<file path="src/rtl/dseq_pkg.sv">
package dseq_pkg;

    localparam int DEF_NSLOT  = 4;
    localparam int DEF_REP_W  = 9;
    localparam int DEF_GAP_W  = 5;
    localparam int DEF_IDLE_W = 9;
    localparam int DEF_WAIT_W = 9;
    localparam int DEF_ITER_W = 8;
    localparam int DIR_W      = 2;

    localparam int STAT_IDLE  = 0;
    localparam int STAT_BUSY  = 1;
    localparam int STAT_DONE  = 2;
    localparam int STAT_ERR   = 3;
    localparam int STAT_W     = 4;

    typedef enum logic [2:0] {
        ST_IDLE,
        ST_ISSUE,
        ST_GAP,
        ST_PAUSE,
        ST_WAIT,
        ST_DONE,
        ST_HALT
    } seq_state_t;

endpackage

</file>
<file path="src/rtl/dseq_slot_sel.sv">
module dseq_slot_sel #(
    parameter int NSLOT  = 4,
    parameter int SLOT_W = 2,
    parameter int REP_W  = 9,
    parameter int GAP_W  = 5,
    parameter int IDLE_W = 9,
    parameter int DIR_W  = 2
) (
    input  logic [SLOT_W-1:0]             sel,
    input  logic [NSLOT-1:0][REP_W-1:0]   reps,
    input  logic [NSLOT-1:0][GAP_W-1:0]   gaps,
    input  logic [NSLOT-1:0][IDLE_W-1:0]  idles,
    input  logic [NSLOT-1:0][DIR_W-1:0]   dirs,
    output logic [REP_W-1:0]              cur_reps,
    output logic [GAP_W-1:0]              cur_gap,
    output logic [IDLE_W-1:0]             cur_idle,
    output logic [DIR_W-1:0]              cur_dir
);

    // Per-slot effective repetition count: zero means a single issue.
    logic [NSLOT-1:0][REP_W-1:0] reps_eff;

    genvar gi;
    generate
        for (gi = 0; gi < NSLOT; gi++) begin : g_norm
            assign reps_eff[gi] = (reps[gi] == '0) ? REP_W'(1) : reps[gi];
        end
    endgenerate

    always_comb begin
        cur_reps = reps_eff[sel];
        cur_gap  = gaps[sel];
        cur_idle = idles[sel];
        cur_dir  = dirs[sel];
    end

endmodule

</file>
<file path="src/rtl/dseq_timer.sv">
module dseq_timer #(
    parameter int W = 9
) (
    input  logic         clk,
    input  logic         rst_n,
    input  logic         load,
    input  logic [W-1:0] load_val,
    output logic         last
);

    logic [W-1:0] cnt_q;

    always_ff @(posedge clk) begin
        if (!rst_n) begin
            cnt_q <= '0;
        end else if (load) begin
            cnt_q <= load_val;
        end else if (cnt_q != '0) begin
            cnt_q <= cnt_q - W'(1);
        end
    end

    assign last = (cnt_q == W'(1));

endmodule

</file>
<file path="src/rtl/dseq_iter_ctl.sv">
module dseq_iter_ctl #(
    parameter int ITER_W = 8
) (
    input  logic              clk,
    input  logic              rst_n,
    input  logic              wr,
    input  logic [ITER_W-1:0] wr_data,
    input  logic              active,
    input  logic              dec,
    output logic              start,
    output logic              abort_pend,
    output logic              infinite,
    output logic              last_iter,
    output logic [ITER_W-1:0] iter_q
);

    always_comb begin
        start     = wr && (wr_data != '0) && !active;
        infinite  = (iter_q == '1);
        last_iter = (iter_q <= ITER_W'(1));
    end

    always_ff @(posedge clk) begin
        if (!rst_n) begin
            iter_q     <= '0;
            abort_pend <= 1'b0;
        end else if (wr && !active) begin
            iter_q     <= wr_data;
            abort_pend <= 1'b0;
        end else if (wr && active && (wr_data == '0)) begin
            iter_q     <= '0;
            abort_pend <= 1'b1;
        end else if (dec && !infinite && (iter_q != '0)) begin
            iter_q <= iter_q - ITER_W'(1);
        end
    end

endmodule

</file>
<file path="src/rtl/dram_cmd_seq.sv">
module dram_cmd_seq
    import dseq_pkg::*;
#(
    parameter int NSLOT  = DEF_NSLOT,
    parameter int REP_W  = DEF_REP_W,
    parameter int GAP_W  = DEF_GAP_W,
    parameter int IDLE_W = DEF_IDLE_W,
    parameter int WAIT_W = DEF_WAIT_W,
    parameter int ITER_W = DEF_ITER_W,
    localparam int SLOT_W = (NSLOT > 1) ? $clog2(NSLOT) : 1
) (
    input  logic                          clk,
    input  logic                          rst_n,
    input  logic                          iter_wr,
    input  logic [ITER_W-1:0]             iter_data,
    input  logic [SLOT_W-1:0]             last_slot,
    input  logic [WAIT_W-1:0]             seq_wait,
    input  logic                          stop_on_err,
    input  logic                          trig_en,
    input  logic [NSLOT-1:0][REP_W-1:0]   slot_reps,
    input  logic [NSLOT-1:0][GAP_W-1:0]   slot_gap,
    input  logic [NSLOT-1:0][IDLE_W-1:0]  slot_idle,
    input  logic [NSLOT-1:0][DIR_W-1:0]   slot_dir,
    input  logic                          err_in,
    output logic                          cmd_valid,
    output logic [SLOT_W-1:0]             cmd_slot,
    output logic                          cmd_rd,
    output logic                          cmd_wr,
    output logic [STAT_W-1:0]             status,
    output logic [ITER_W-1:0]             iter_left,
    output logic                          err_trig
);

    localparam int GI_W  = (GAP_W > IDLE_W) ? GAP_W : IDLE_W;
    localparam int CNT_W = (GI_W > WAIT_W) ? GI_W : WAIT_W;

    seq_state_t          state_q, state_d;
    logic [SLOT_W-1:0]   slot_q, slot_d;
    logic [REP_W-1:0]    rep_q, rep_d;

    logic [REP_W-1:0]    cur_reps;
    logic [GAP_W-1:0]    cur_gap;
    logic [IDLE_W-1:0]   cur_idle;
    logic [DIR_W-1:0]    cur_dir;

    logic                tmr_load;
    logic [CNT_W-1:0]    tmr_val;
    logic                tmr_last;

    logic                start, abort_pend, infinite, last_iter;
    logic                dec_raw, dec;
    logic                active, halt_now, rep_last;
    logic                trig_q;

    // Outcomes at the end of a pass and at the end of a slot
    seq_state_t          it_state, sf_state;
    logic                it_dec, sf_dec, sf_load;
    logic [SLOT_W-1:0]   sf_slot;

    dseq_slot_sel #(
        .NSLOT (NSLOT),
        .SLOT_W(SLOT_W),
        .REP_W (REP_W),
        .GAP_W (GAP_W),
        .IDLE_W(IDLE_W),
        .DIR_W (DIR_W)
    ) u_sel (
        .sel     (slot_q),
        .reps    (slot_reps),
        .gaps    (slot_gap),
        .idles   (slot_idle),
        .dirs    (slot_dir),
        .cur_reps(cur_reps),
        .cur_gap (cur_gap),
        .cur_idle(cur_idle),
        .cur_dir (cur_dir)
    );

    dseq_timer #(
        .W(CNT_W)
    ) u_tmr (
        .clk     (clk),
        .rst_n   (rst_n),
        .load    (tmr_load),
        .load_val(tmr_val),
        .last    (tmr_last)
    );

    dseq_iter_ctl #(
        .ITER_W(ITER_W)
    ) u_iter (
        .clk       (clk),
        .rst_n     (rst_n),
        .wr        (iter_wr),
        .wr_data   (iter_data),
        .active    (active),
        .dec       (dec),
        .start     (start),
        .abort_pend(abort_pend),
        .infinite  (infinite),
        .last_iter (last_iter),
        .iter_q    (iter_left)
    );

    always_comb begin
        active = (state_q == ST_ISSUE) || (state_q == ST_GAP) ||
                 (state_q == ST_PAUSE) || (state_q == ST_WAIT);
        halt_now = active && stop_on_err && err_in;
        rep_last = ({1'b0, rep_q} + (REP_W+1)'(1)) >= {1'b0, cur_reps};
    end

    // Decide where a finished pass and a finished slot lead
    always_comb begin
        it_dec   = !infinite;
        it_state = (!infinite && last_iter) ? ST_DONE : ST_ISSUE;

        sf_state = ST_ISSUE;
        sf_slot  = slot_q + SLOT_W'(1);
        sf_load  = 1'b0;
        sf_dec   = 1'b0;
        if (abort_pend) begin
            sf_state = ST_DONE;
            sf_slot  = slot_q;
        end else if (slot_q == last_slot) begin
            sf_slot = '0;
            if (seq_wait != '0) begin
                sf_state = ST_WAIT;
                sf_load  = 1'b1;
            end else begin
                sf_state = it_state;
                sf_dec   = it_dec;
            end
        end
    end

    // Next-state logic
    always_comb begin
        state_d  = state_q;
        slot_d   = slot_q;
        rep_d    = rep_q;
        tmr_load = 1'b0;
        tmr_val  = '0;
        dec_raw  = 1'b0;

        unique case (state_q)
            ST_IDLE, ST_DONE, ST_HALT: begin
                if (start) begin
                    state_d = ST_ISSUE;
                    slot_d  = '0;
                    rep_d   = '0;
                end
            end
            ST_ISSUE: begin
                if (rep_last) begin
                    if (cur_idle != '0) begin
                        state_d  = ST_PAUSE;
                        tmr_load = 1'b1;
                        tmr_val  = CNT_W'(cur_idle);
                    end else begin
                        state_d  = sf_state;
                        slot_d   = sf_slot;
                        rep_d    = '0;
                        dec_raw  = sf_dec;
                        tmr_load = sf_load;
                        tmr_val  = CNT_W'(seq_wait);
                    end
                end else begin
                    rep_d = rep_q + REP_W'(1);
                    if (cur_gap != '0) begin
                        state_d  = ST_GAP;
                        tmr_load = 1'b1;
                        tmr_val  = CNT_W'(cur_gap);
                    end
                end
            end
            ST_GAP: begin
                if (tmr_last) begin
                    state_d = ST_ISSUE;
                end
            end
            ST_PAUSE: begin
                if (tmr_last) begin
                    state_d  = sf_state;
                    slot_d   = sf_slot;
                    rep_d    = '0;
                    dec_raw  = sf_dec;
                    tmr_load = sf_load;
                    tmr_val  = CNT_W'(seq_wait);
                end
            end
            ST_WAIT: begin
                if (tmr_last) begin
                    slot_d = '0;
                    rep_d  = '0;
                    if (abort_pend) begin
                        state_d = ST_DONE;
                    end else begin
                        state_d = it_state;
                        dec_raw = it_dec;
                    end
                end
            end
            default: begin
                state_d = ST_IDLE;
            end
        endcase

        if (halt_now) begin
            state_d = ST_HALT;
        end
        dec = dec_raw && !halt_now;
    end

    // State register
    always_ff @(posedge clk) begin
        if (!rst_n) begin
            state_q <= ST_IDLE;
            slot_q  <= '0;
            rep_q   <= '0;
        end else begin
            state_q <= state_d;
            slot_q  <= slot_d;
            rep_q   <= rep_d;
        end
    end

    // Sticky first-error trigger, cleared by a new start
    always_ff @(posedge clk) begin
        if (!rst_n) begin
            trig_q <= 1'b0;
        end else if (start) begin
            trig_q <= 1'b0;
        end else if (active && err_in && trig_en) begin
            trig_q <= 1'b1;
        end
    end

    // Outputs
    always_comb begin
        status    = '0;
        cmd_valid = 1'b0;
        unique case (state_q)
            ST_IDLE:  status[STAT_IDLE] = 1'b1;
            ST_DONE:  status[STAT_DONE] = 1'b1;
            ST_HALT:  status[STAT_ERR]  = 1'b1;
            ST_ISSUE: begin
                status[STAT_BUSY] = 1'b1;
                cmd_valid         = 1'b1;
            end
            ST_GAP, ST_PAUSE, ST_WAIT: status[STAT_BUSY] = 1'b1;
            default:  status[STAT_IDLE] = 1'b1;
        endcase
        cmd_slot = cmd_valid ? slot_q : '0;
        cmd_rd   = cmd_valid && cur_dir[0];
        cmd_wr   = cmd_valid && cur_dir[1];
        err_trig = trig_q;
    end

endmodule

</file>
<file path="config.mk">
export PLATFORM = sky130hd
export DESIGN_NAME = dram_cmd_seq
export DESIGN_NICKNAME = d
export VERILOG_FILES = /design/src/rtl/dseq_pkg.sv /design/src/rtl/dseq_slot_sel.sv /design/src/rtl/dseq_timer.sv /design/src/rtl/dseq_iter_ctl.sv /design/src/rtl/dram_cmd_seq.sv
export SDC_FILE = /design/constraint.sdc
export NUM_CORES = 1
export LEC_CHECK = 0
export BUFFER_PORTS_ARGS = -buffer_cell sky130_fd_sc_hd__buf_2
export CAP_MARGIN = 10
export CORE_MARGIN = 8
export CORE_UTILIZATION = 51
export DETAILED_ROUTE_END_ITERATION = 10
export GPL_ROUTABILITY_DRIVEN = 0
export GPL_TIMING_DRIVEN = 0
export PLACE_DENSITY_LB_ADDON = 0.08
export REMOVE_ABC_BUFFERS = 1
export SLEW_MARGIN = 10
export SYNTH_ARGS = -nofsm -noshare
export SYNTH_HDL_FRONTEND = slang
export SYNTH_HIERARCHICAL = 1
export SYNTH_SLANG_ARGS = --single-unit
</file>
<file path="constraint.sdc">
create_clock -name clk -period 4.1 [get_ports clk]
set_clock_uncertainty 0.2 [all_clocks]
set_input_delay 0.82 -clock clk [delete_from_list [all_inputs] [get_ports clk]]
set_output_delay 0.82 -clock clk [all_outputs]
set_load 0.005 [all_outputs]
</file>
==> results of run 1 <==
[layout make-up]
| cell class | instances | area, µm² |
|---|---|---|
| repair buffers | 144 | 738 |
| clock inverters | 3 | 17.5 |
| flip-flops and latches | 33 | 663 |
| clock buffers | 5 | 68.8 |
| well taps | 99 | 124 |
| fillers | 661 | 2540 |
| multi-input cells | 356 | 2960 |
| inverters | 26 | 101 |
[registers in the layout, indices dropped and copies added, names as in the netlist]
signal	cells
rep_q	9
u_tmr/cnt_q	9
u_iter/iter_q	8
state_q	3
slot_q	2
err_trig	1
u_iter/abort_pend	1
[synth_stat cells, types with 5 or more instances]
master    count  area share
mux4_1        6       0.042
o21ai_0      17       0.022
clkbuf_1      9      0.0089
nor2_1       31       0.031
xnor2_1       9       0.021
a22o_1       10       0.023
nor4_1       17       0.028
nand2_1      26       0.026
a31oi_1       5      0.0082
a21oi_1      26       0.034
a21o_1       10       0.020
mux4_2       18        0.11
nor3_1       12       0.016
a211oi_1     10       0.020
o22ai_1       5      0.0082
inv_1        25       0.025
nand4_1       5      0.0082
and2_1        9       0.015
ha_1         20       0.066
nand3_1      12       0.016
dfxtp_1      33        0.17
or3_1         7       0.012
[power by group through the flow]
| stage | clock [W] | combinational [W] | sequential (W) |
|---|---|---|---|
| after CTS | 0.000258 | 0.00120 | 0.000487 |
| after global routing | 0.000269 | 0.00135 | 0.000502 |
| final | 0.000254 | 0.00122 | 0.000489 |
| after floorplan | 0 | 0.000854 | 0.000490 |
| after detailed placement | 0 | 0.00119 | 0.000495 |
| after global placement | 0 | 0.00113 | 0.000512 |
[through the flow]
stage / cells / TNS, ps / setup slack [ps] / hold slack, ps / total power [W]
4_1_cts: 665 / 0 / 4.02 / 329 / 0.00194
2_1_floorplan: 415 / -4260 / -572 / 287 / 0.00134
3_5_place_dp: 657 / -7800 / -902 / 317 / 0.00168
3_3_place_gp: 656 / -18460 / -1430 / 298 / 0.00165
6_report: 666 / 0 / 132 / 336 / 0.00196
5_1_grt: 666 / 0 / 5.84 / 356 / 0.00212
[tightest hold or removal path, stage by stage (launching register included)]
cell and delay, ps:
dfxtp_1 350, o21ai_0 80, a21oi_1 60
[cells in the final DEF (no fill, tap or decap), drive strengths merged, types with 15 or more instances in the layout]
cell,count
nor4,18
nor2,33
nand2,28
nand3,15
a21oi,29
ha,20
nor3,15
dfxtp,33
mux4,24
inv,25
buf,144
o21ai,21
[worst max-delay path by stage]
stage	endpoint	slack (ps)	cells after the start
after CTS	u_tmr/cnt_q[4]$_SDFFE_PN0P_	4	15
after global routing	u_iter/iter_q[3]$_SDFFE_PN0P_	6	16
after floorplan	u_tmr/cnt_q[2]$_SDFFE_PN0P_	-570	11
after global placement	u_tmr/cnt_q[2]$_SDFFE_PN0P_	-1430	11
after detailed placement	u_tmr/cnt_q[4]$_SDFFE_PN0P_	-900	11
final	u_iter/iter_q[3]$_SDFFE_PN0P_	130	16
[per-layer routing]
metal  share of wire  vias up  track usage  wire length, µm
li1                -     1968            -                -
met1            0.43     1940        0.278             5190
met2            0.51      126        0.417             6190
met3           0.047       21       0.0402              566
met5               0        -            0                0
met4           0.017        0       0.0655              206
[kinds of logic after synthesis]
| group | synth area share |
|---|---|
| AND/OR/NAND/NOR | 0.242 |
| AO/OA/AOI/OAI | 0.280 |
| buffers and inverters | 0.0570 |
| flip-flops | 0.174 |
| multiplexers | 0.151 |
| adder cells (fa/ha/maj) | 0.0659 |
| XOR/XNOR | 0.0300 |
[timing repair]
item / in CTS / in global routing
gates resized for setup: 4 / 7
setup endpoints to repair: 17 / 15
gates cloned: 0 / 0
pin swaps: 0 / 2
buffers inserted: 0 / 1
hold buffers: 0 / 0
==> impl_metrics.env, run 1 <==
export IMPL_tritoncts="built"
export IMPL_finalWorstPathRequiredPeriod_ps=3970
export IMPL_hold_path_endpoint="rep_q[8]$_SDFFE_PN0P_"
export IMPL_power_share_clock=0.130
export IMPL_power_leakage_nw=2.00
export IMPL_grt_pass1_wl_um=19800
export IMPL_clk_root_buffer_cell="clkbuf_8"
export IMPL_yosys_most_used_dff="dfxtp_1"
export IMPL_grt_start_max_net_pins=31
export IMPL_synth_area_um2=3800
export IMPL_critPathBufInv=1
export IMPL_finalWirelength_um=12200
export IMPL_crit_top_cell="nor4_1"
export IMPL_timing_hold_worst_path_depth=2
export IMPL_p_sw_frac=0.469
export IMPL_die_area_um2=10500
export IMPL_dr_total_vias=4055
export IMPL_timing_rr_end="u_iter/iter_q[3]$_SDFFE_PN0P_"
export IMPL_crit_slowest_cell="o41ai_4"
export IMPL_die_boundary_width_um=102
export IMPL_outcome="finished, final reports clean"
export IMPL_flow_area_growth_from_synthesis_pct=23.2
export IMPL_design_final_nets=711
export IMPL_utilization=0.648
export IMPL_avgRoutedWirePerCell_um=18.3
export IMPL_timing_critical_path_arrival_ps=3940
export IMPL_grt_pass1_vias=4225
export IMPL_layout_cell_area_non_filler_um2=4680
export IMPL_timing_final_crit_share=0.968
export IMPL_postSynth_asyncResetShare=0
export IMPL_synth_ff_latch_count=33
export IMPL_worst_skew_pair_late_latency_ps=290
export IMPL_seq_power_share=0.249
export IMPL_antenna_cells=0
export IMPL_combinationalPowerShare=0.622
export IMPL_coreArea_um2=7210
export IMPL_clkSlewWorstSetupHoldPaths_ps=80
export IMPL_rr_startpoint="rep_q[0]$_SDFFE_PN0P_"
export IMPL_critPathLaunch="slot_reps[19]"
export IMPL_max_clock_freq_ghz=0.252
export IMPL_final_layout_size_suffix_gt1_frac=0.377
export IMPL_cts_root_to_sink_buffers=2
export IMPL_drt_iter0_markers=181
export IMPL_number_of_synthesized_flops_with_an_enable_pin=0
export IMPL_h_tree_depth=2
export IMPL_p_int_w=0.00104
export IMPL_grt_antenna_before_repair=0
export IMPL_hold_path_start="rep_q[8]$_SDFFE_PN0P_"
export IMPL_gr_usage_all_layers=0.233
export IMPL_yosysUniqueCellTypes=84
export IMPL_setup_viol=0
export IMPL_pin_count=143
export IMPL_timing_critical_path_to_type="register"
export IMPL_setup_worst_path_class="input pin to register"
export IMPL_io_buffer_count=142
export IMPL_postSynthCellCount=433
export IMPL_yosysSeqAreaShare=0.174
export IMPL_clock_sink_count=33
export IMPL_drt_drc_violations_left=0
export IMPL_die_height_um=102
export IMPL_ys_warn_count=6
export IMPL_drt_pass1_iterations=5
export IMPL_path_delay_family="compound AO/OA/AOI/OAI gates"
export IMPL_power_density_nw_per_um2=420
export IMPL_initial_utilization=0.526
export IMPL_worst_setup_path_start_kind="input pin"
export IMPL_worst_slew_pin_transition_ps=799
export IMPL_rsz0062_at_grt="no"
export IMPL_worst_hold_path_type="register to register"
export IMPL_worstPathRequired_ps=4080
export IMPL_report_final_slew_viol_count=0
export IMPL_cells_along_the_critical_path="buf_2 -> nor4_1 -> a211oi_1 -> a31oi_1 -> a21o_1 -> ha_1 -> nand2b_1 -> a21oi_1 -> o41ai_4 -> o211ai_2 -> a2bb2oi_1 -> nor3_1 -> o21ai_2 -> nor3_2 -> nor3b_1 -> nor4_1"
export IMPL_slew_headroom=0.468
export IMPL_netSwitchingPower_w=0.000920
export IMPL_maxCapViolations=0
export IMPL_detail_route_vias_per_cell=6.09
export IMPL_cpPeakStageDelay_ps=430
export IMPL_grt_overflow_total=0
export IMPL_worst_path_max_fanout=6
export IMPL_detail_placement_hpwl_um=9940
export IMPL_ff2ff_setup_slack_ps=200
export IMPL_core_rowCount=31
export IMPL_timing_hold_violations_final=0
export IMPL_postRouteAntennaNets=0
export IMPL_vdd_ir_drop_worst_uv=198
export IMPL_r2r_worst_path_cells=14
export IMPL_cts_inserted_buffers=5
export IMPL_synth_area_per_cell_um2=8.77
export IMPL_postPlaceCellArea_um2=4530
Power figures use the tool's default switching activity.
==> run 2, diff against run 1 <==
--- a/config.mk
+++ b/config.mk
@@ -5,16 +5,16 @@
 export SDC_FILE = /design/constraint.sdc
 export NUM_CORES = 1
 export LEC_CHECK = 0
+export ABC_AREA = 1
 export BUFFER_PORTS_ARGS = -buffer_cell sky130_fd_sc_hd__buf_2
 export CAP_MARGIN = 10
 export CORE_MARGIN = 8
-export CORE_UTILIZATION = 51
+export CORE_UTILIZATION = 52
 export DETAILED_ROUTE_END_ITERATION = 10
 export GPL_ROUTABILITY_DRIVEN = 0
 export GPL_TIMING_DRIVEN = 0
 export PLACE_DENSITY_LB_ADDON = 0.08
 export REMOVE_ABC_BUFFERS = 1
-export SLEW_MARGIN = 10
 export SYNTH_ARGS = -nofsm -noshare
 export SYNTH_HDL_FRONTEND = slang
 export SYNTH_HIERARCHICAL = 1
==> impl_metrics.env, run 2 <==
export IMPL_holdWs_ps=269
export IMPL_synth_ff_latch_count=33
export IMPL_grt_overflow_total=0
export IMPL_die_boundary_width_um=106
export IMPL_number_of_synthesized_flops_with_an_enable_pin=0
export IMPL_maxCapViolations=0
export IMPL_n_fill_cell=815
export IMPL_setup_viol=0
export IMPL_postSynthCellCount=706
export IMPL_synth_area_um2=4250
export IMPL_grt_pass1_vias=5147
export IMPL_gr_usage_all_layers=0.234
export IMPL_finalWorstPathRequiredPeriod_ps=3750
export IMPL_synth_area_top_cells="dfxtp_1 (16%), nand2_1 (14%), nor2_1 (11%)"
export IMPL_flow_area_growth_from_synthesis_pct=19.9
export IMPL_outcome="finished, final reports clean"
export IMPL_mostFrequentLayoutCell="nand2_1"
export IMPL_timing_critical_path_arrival_ps=3720
export IMPL_synth_area_per_cell_um2=6.03
export IMPL_r2r_worst_path_cells=18
export IMPL_design_final_nets=980
export IMPL_postSynth_asyncResetShare=0
export IMPL_grt_start_max_net_pins=50
export IMPL_utilization=0.630
export IMPL_yosysSeqAreaShare=0.155
export IMPL_worst_skew_pair_late_latency_ps=280
export IMPL_postRouteAntennaNets=0
export IMPL_grt_antenna_before_repair=0
export IMPL_core_rowCount=33
export IMPL_dr_total_vias=5039
export IMPL_worst_path_max_fanout=49
export IMPL_layout_cell_area_non_filler_um2=5100
export IMPL_tritoncts="built"
export IMPL_synth_cell_count_leaders="nand2_1 (159), nor2_1 (124), inv_1 (78)"
export IMPL_timing_critical_path_to_type="register"
export IMPL_multiInputGateArea_um2=3070
export IMPL_cts_inserted_buffers=5
export IMPL_cts_root_to_sink_buffers=2
export IMPL_clkSlewWorstSetupHoldPaths_ps=70
export IMPL_yosys_most_used_dff="dfxtp_1"
export IMPL_max_clock_freq_ghz=0.267
export IMPL_coreArea_um2=8090
export IMPL_yosysUniqueCellTypes=52
export IMPL_io_buffer_count=142
export IMPL_initial_utilization=0.526
export IMPL_yosys_area_top_type="dfxtp_1"
export IMPL_drt_drc_violations_left=0
export IMPL_pin_count=143
export IMPL_detail_placement_hpwl_um=10800
export IMPL_setup_worst_path_class="register to register"
export IMPL_h_tree_depth=2
export IMPL_timing_final_crit_share=0.915
export IMPL_yosysMostFrequentCell="nand2_1"
export IMPL_antenna_cells=0
export IMPL_power_leakage_nw=2.61
export IMPL_clk_root_buffer_cell="clkbuf_8"
export IMPL_postPlaceCellArea_um2=4940
export IMPL_power_density_nw_per_um2=529
export IMPL_die_height_um=106
export IMPL_commonest_non_fill_non_tap_cells_in_the_layout="nand2_1 (159), buf_2 (142), nor2_1 (124)"
export IMPL_worst_setup_path_start_kind="register"
export IMPL_final_layout_size_suffix_gt1_frac=0.293
export IMPL_ys_warn_count=6
export IMPL_worstPathRequired_ps=4070
export IMPL_worst_hold_path_type="register to register"
export IMPL_timing_hold_violations_final=0
export IMPL_report_final_slew_viol_count=0
export IMPL_clock_sink_count=33
export IMPL_slew_headroom=0.617
export IMPL_drt_iter0_markers=232
export IMPL_avgRoutedWirePerCell_um=14.1
export IMPL_ff_latch_area_um2=668
export IMPL_vdd_ir_drop_worst_uv=260
export IMPL_finalWirelength_um=13300
export IMPL_grt_pass1_wl_um=22600
export IMPL_detail_route_vias_per_cell=5.35
export IMPL_die_area_um2=11300
export IMPL_design_power_total_w=0.00270
export IMPL_worst_slew_pin_transition_ps=573
export IMPL_timing_hold_worst_path_depth=2
export IMPL_drt_pass1_iterations=4
export IMPL_reg_top3="rep_q (9), u_tmr/cnt_q (9), u_iter/iter_q (8)"
export IMPL_synthDominantCellAreaShare=0.155
export IMPL_rsz0062_at_grt="no"
[run 2: logic make-up after synthesis]
kind of cell / Yosys count / share of synthesized area
DFF: 33 / 0.155
buffers and inverters: 116 / 0.126
and+or+nand+nor: 397 / 0.454
xor gates and xnor gates: 6 / 0.0124
AOI/OAI and AO/OA: 134 / 0.193
adders and majority gates: 20 / 0.0588
[run 2: timing repair]
item / CTS / global route
setup endpoints to repair: 9 / 8
hold buffers: 0 / 0
gates resized for setup: 4 / 2
buffers inserted: 1 / 0
[run 2: per-layer routing]
layer,vias up,track usage,share of wire,wire (µm)
met4,0,0.0523,0.012,160
met1,2304,0.264,0.41,5410
met5,-,0,0,0
met3,16,0.0436,0.066,882
met2,170,0.440,0.52,6860
li1,2549,-,-,-
[run 2: report_power, final]
part           internal (W)  switching (W)  total [W]
Sequential         0.000411       0.000137   0.000547
Clock              0.000198       0.000124   0.000322
Combinational      0.000668        0.00116    0.00183
Total               0.00128        0.00142    0.00270
[run 2: critical path, stage by stage, from the launching register on]
cell and delay [ps]:
dfxtp_4 460, inv_4 400, a21oi_1 160, a22oi_2 180, inv_1 70, ha_1 300, nand2_1 90, inv_1 40
a21oi_1 140, nand2_1 70, nand2_1 130, nand2_4 130, nor2_8 280, clkinv_4 150, o21ai_4 270, inv_2 160
or2_0 230, nand3_1 100, a21oi_1 50
[run 2: worst paths after layout]
path                                        startpoint                          end  slack, ps
worst max-delay path            slot_q[0]$_SDFFE_PN0P_  u_tmr/cnt_q[7]$_SDFFE_PN0P_        350
worst max register to register  slot_q[0]$_SDFFE_PN0P_  u_tmr/cnt_q[7]$_SDFFE_PN0P_        350
worst min register to register   err_trig$_SDFFE_PP0P_        err_trig$_SDFFE_PP0P_        270
worst min-delay path             err_trig$_SDFFE_PP0P_        err_trig$_SDFFE_PP0P_        270
[run 2: final cells by class]
| class | instances | share of cell area |
|---|---|---|
| clock buffers | 7 | 0.0169 |
| clock inverters | 1 | 0.00589 |
| inverters | 95 | 0.0739 |
| multi-input cells | 557 | 0.602 |
| flip-flops and latches | 33 | 0.131 |
| well taps | 105 | 0.0258 |
| repair buffers | 143 | 0.145 |
[run 2: per-stage QoR]
stage / setup WS [ps] / std cells / setup TNS [ps]
after floorplan: -251 / 685 / -1330
after global placement: -1250 / 932 / -13180
after detailed placement: -734 / 932 / -5290
after CTS: 120 / 941 / 0
after global routing: 93.7 / 941 / 0
final: 349 / 941 / 0
==> run 3, diff against run 2 <==
--- a/config.mk
+++ b/config.mk
@@ -8,7 +8,7 @@
 export ABC_AREA = 1
 export BUFFER_PORTS_ARGS = -buffer_cell sky130_fd_sc_hd__buf_2
 export CAP_MARGIN = 10
-export CORE_MARGIN = 8
+export CORE_MARGIN = 1
 export CORE_UTILIZATION = 52
 export DETAILED_ROUTE_END_ITERATION = 10
 export GPL_ROUTABILITY_DRIVEN = 0
==> impl_metrics.env, run 3 (same netlist as run 2, synthesis figures left out) <==
export IMPL_crit_top_cell="nand2_1"
export IMPL_grt_antenna_before_repair=0
export IMPL_grt_pass1_vias=4831
export IMPL_clk_root_buffer_cell="clkbuf_8"
export IMPL_rsz0062_at_grt="no"
export IMPL_routed_wire_length_on_met2_um=6250
export IMPL_timing_rr_end="u_tmr/cnt_q[7]$_SDFFE_PN0P_"
export IMPL_met3_length_um=716
export IMPL_dr_total_vias=4997
export IMPL_pin_count=143
export IMPL_clkSlewWorstSetupHoldPaths_ps=80
export IMPL_worst_hold_path_type="register to register"
export IMPL_timing_hold_violations_final=0
export IMPL_wp_depth=18
export IMPL_critPathBufInv=4
export IMPL_avgRoutedWirePerCell_um=13.1
export IMPL_postRouteAntennaNets=0
export IMPL_r2r_worst_path_cells=18
export IMPL_critPathLaunch="slot_q[0]$_SDFFE_PN0P_"
export IMPL_layout_cell_area_non_filler_um2=5090
export IMPL_timing_critical_path_to="u_tmr/cnt_q[7]$_SDFFE_PN0P_"
export IMPL_postPlaceCellArea_um2=4930
export IMPL_topRoutingLayerUsed="met4"
export IMPL_worst_setup_path_start_kind="register"
export IMPL_power_density_nw_per_um2=532
export IMPL_mostFrequentLayoutCell="nand2_1"
export IMPL_detail_placement_hpwl_um=9770
export IMPL_timing_critical_path_arrival_ps=3700
export IMPL_die_boundary_width_um=92.5
export IMPL_drt_pass1_iterations=5
export IMPL_worstPathRequired_ps=4070
export IMPL_timing_final_crit_share=0.911
export IMPL_timing_critical_path_to_type="register"
export IMPL_drt_drc_violations_left=0
export IMPL_cpPeakStageDelay_ps=460
export IMPL_worst_skew_pair_late_latency_ps=280
export IMPL_coreArea_um2=7810
export IMPL_design_power_total_w=0.00271
export IMPL_grt_pass1_wl_um=20800
export IMPL_reg_top3="rep_q (9), u_tmr/cnt_q (9), u_iter/iter_q (8)"
export IMPL_power_leakage_nw=2.61
export IMPL_maxCapViolations=0
export IMPL_setup_viol=0
export IMPL_setup_tns_final_ps=0
export IMPL_flow_area_growth_from_synthesis_pct=19.6
export IMPL_clock_sink_count=33
export IMPL_design_final_nets=980
export IMPL_cts_inserted_buffers=5
export IMPL_grt_overflow_total=0
export IMPL_antenna_cells=0
export IMPL_worst_slew_pin_transition_ps=584
export IMPL_commonest_non_fill_non_tap_cells_in_the_layout="nand2_1 (159), buf_2 (142), nor2_1 (124)"
export IMPL_die_height_um=92.5
export IMPL_io_buffer_count=142
export IMPL_finalWirelength_um=12300
export IMPL_report_final_slew_viol_count=0
export IMPL_slew_headroom=0.610
export IMPL_die_area_um2=8550
export IMPL_grt_start_max_net_pins=59
export IMPL_crit_slowest_cell="dfxtp_4"
export IMPL_final_layout_size_suffix_gt1_frac=0.293
export IMPL_cells_along_the_critical_path="inv_4 -> nand2_2 -> a22oi_2 -> inv_1 -> ha_1 -> nand2_1 -> nand2_1 -> a21oi_1 -> nand2_1 -> nand2_1 -> nand2_4 -> nor2_8 -> clkinv_4 -> o21ai_2 -> inv_2 -> or2_0 -> nand3_1 -> a21oi_1"
export IMPL_rr_startpoint="slot_q[0]$_SDFFE_PN0P_"
export IMPL_detail_route_vias_per_cell=5.33
export IMPL_cts_hold_fix_buffers=0
export IMPL_vdd_ir_drop_worst_uv=217
export IMPL_max_clock_freq_ghz=0.268
export IMPL_finalWorstPathRequiredPeriod_ps=3740
export IMPL_initial_utilization=0.545
export IMPL_gr_usage_all_layers=0.293
export IMPL_tritoncts="built"
export IMPL_outcome="finished, final reports clean"
export IMPL_worst_path_max_fanout=49
export IMPL_cts_root_to_sink_buffers=2
export IMPL_setup_worst_path_class="register to register"
export IMPL_core_rowCount=32
export IMPL_drt_iter0_markers=285
export IMPL_h_tree_depth=2
export IMPL_path_delay_family="simple AND/OR/NAND/NOR gates"
export IMPL_ff2ff_setup_slack_ps=360
export IMPL_routedLengthMet1_um=5080
## run 3: changes by cell type in the layout (fill, tap and decap cells not counted)
cell     change
o21ai_2      +1
o21ai_4      -1
## run 3: report_power, final
group / internal, W / switching, W
clock: 0.000198 / 0.000129
sequential: 0.000410 / 0.000135
combinational: 0.000667 / 0.00117
## run 3: through the flow
stage	std cells	utilization	worst slack (ps)	hold WS (ps)
finish	938	0.652	365	268
global route	938	0.652	51.9	287
CTS	937	0.647	98.1	270
detailed placement	929	0.632	-562	254
global placement	929	0.632	-1250	248
floorplan	685	-	-251	255
## run 3: repair_timing
action / in CTS / in global routing
gates resized for setup: 3 / 2
gates cloned: 0 / 0
endpoints found under the setup margin: 9 / 9
setup buffers: 0 / 1
pin swaps: 0 / 0
## run 3: worst min-delay path by stage
stage | start | to | cells after the start
final | err_trig$_SDFFE_PP0P_ | err_trig$_SDFFE_PP0P_ | 2
after global routing | err_trig$_SDFFE_PP0P_ | err_trig$_SDFFE_PP0P_ | 2
after CTS | err_trig$_SDFFE_PP0P_ | err_trig$_SDFFE_PP0P_ | 2
after detailed placement | err_trig$_SDFFE_PP0P_ | err_trig$_SDFFE_PP0P_ | 2
after global placement | err_trig$_SDFFE_PP0P_ | err_trig$_SDFFE_PP0P_ | 2
after floorplan | err_trig$_SDFFE_PP0P_ | err_trig$_SDFFE_PP0P_ | 2
## run 3: area by class of cell
class | count | area, µm²
repair buffers | 143 | 738
fillers | 764 | 2720
clock buffers | 7 | 86.3
flip-flops and latches | 33 | 668
multi-input cells | 557 | 3060
clock inverters | 1 | 30.0
well taps | 102 | 128
inverters | 95 | 377
## run 3: layer usage
layer  global-route usage  vias up
li1                     -     2547
met2                0.540      163
met3               0.0509       24
met1                0.336     2263
met5                    0        -
met4                0.100        0
## run 3: worst reg2reg max path, stage by stage, from the launching register on
cell	delay, ps
dfxtp_4	460
inv_4	400
nand2_2	110
a22oi_2	250
inv_1	70
ha_1	300
nand2_1	70
nand2_1	40
a21oi_1	110
nand2_1	60
nand2_1	130
nand2_4	120
nor2_8	270
clkinv_4	140
o21ai_2	320
inv_2	180
or2_0	230
nand3_1	100
a21oi_1	50
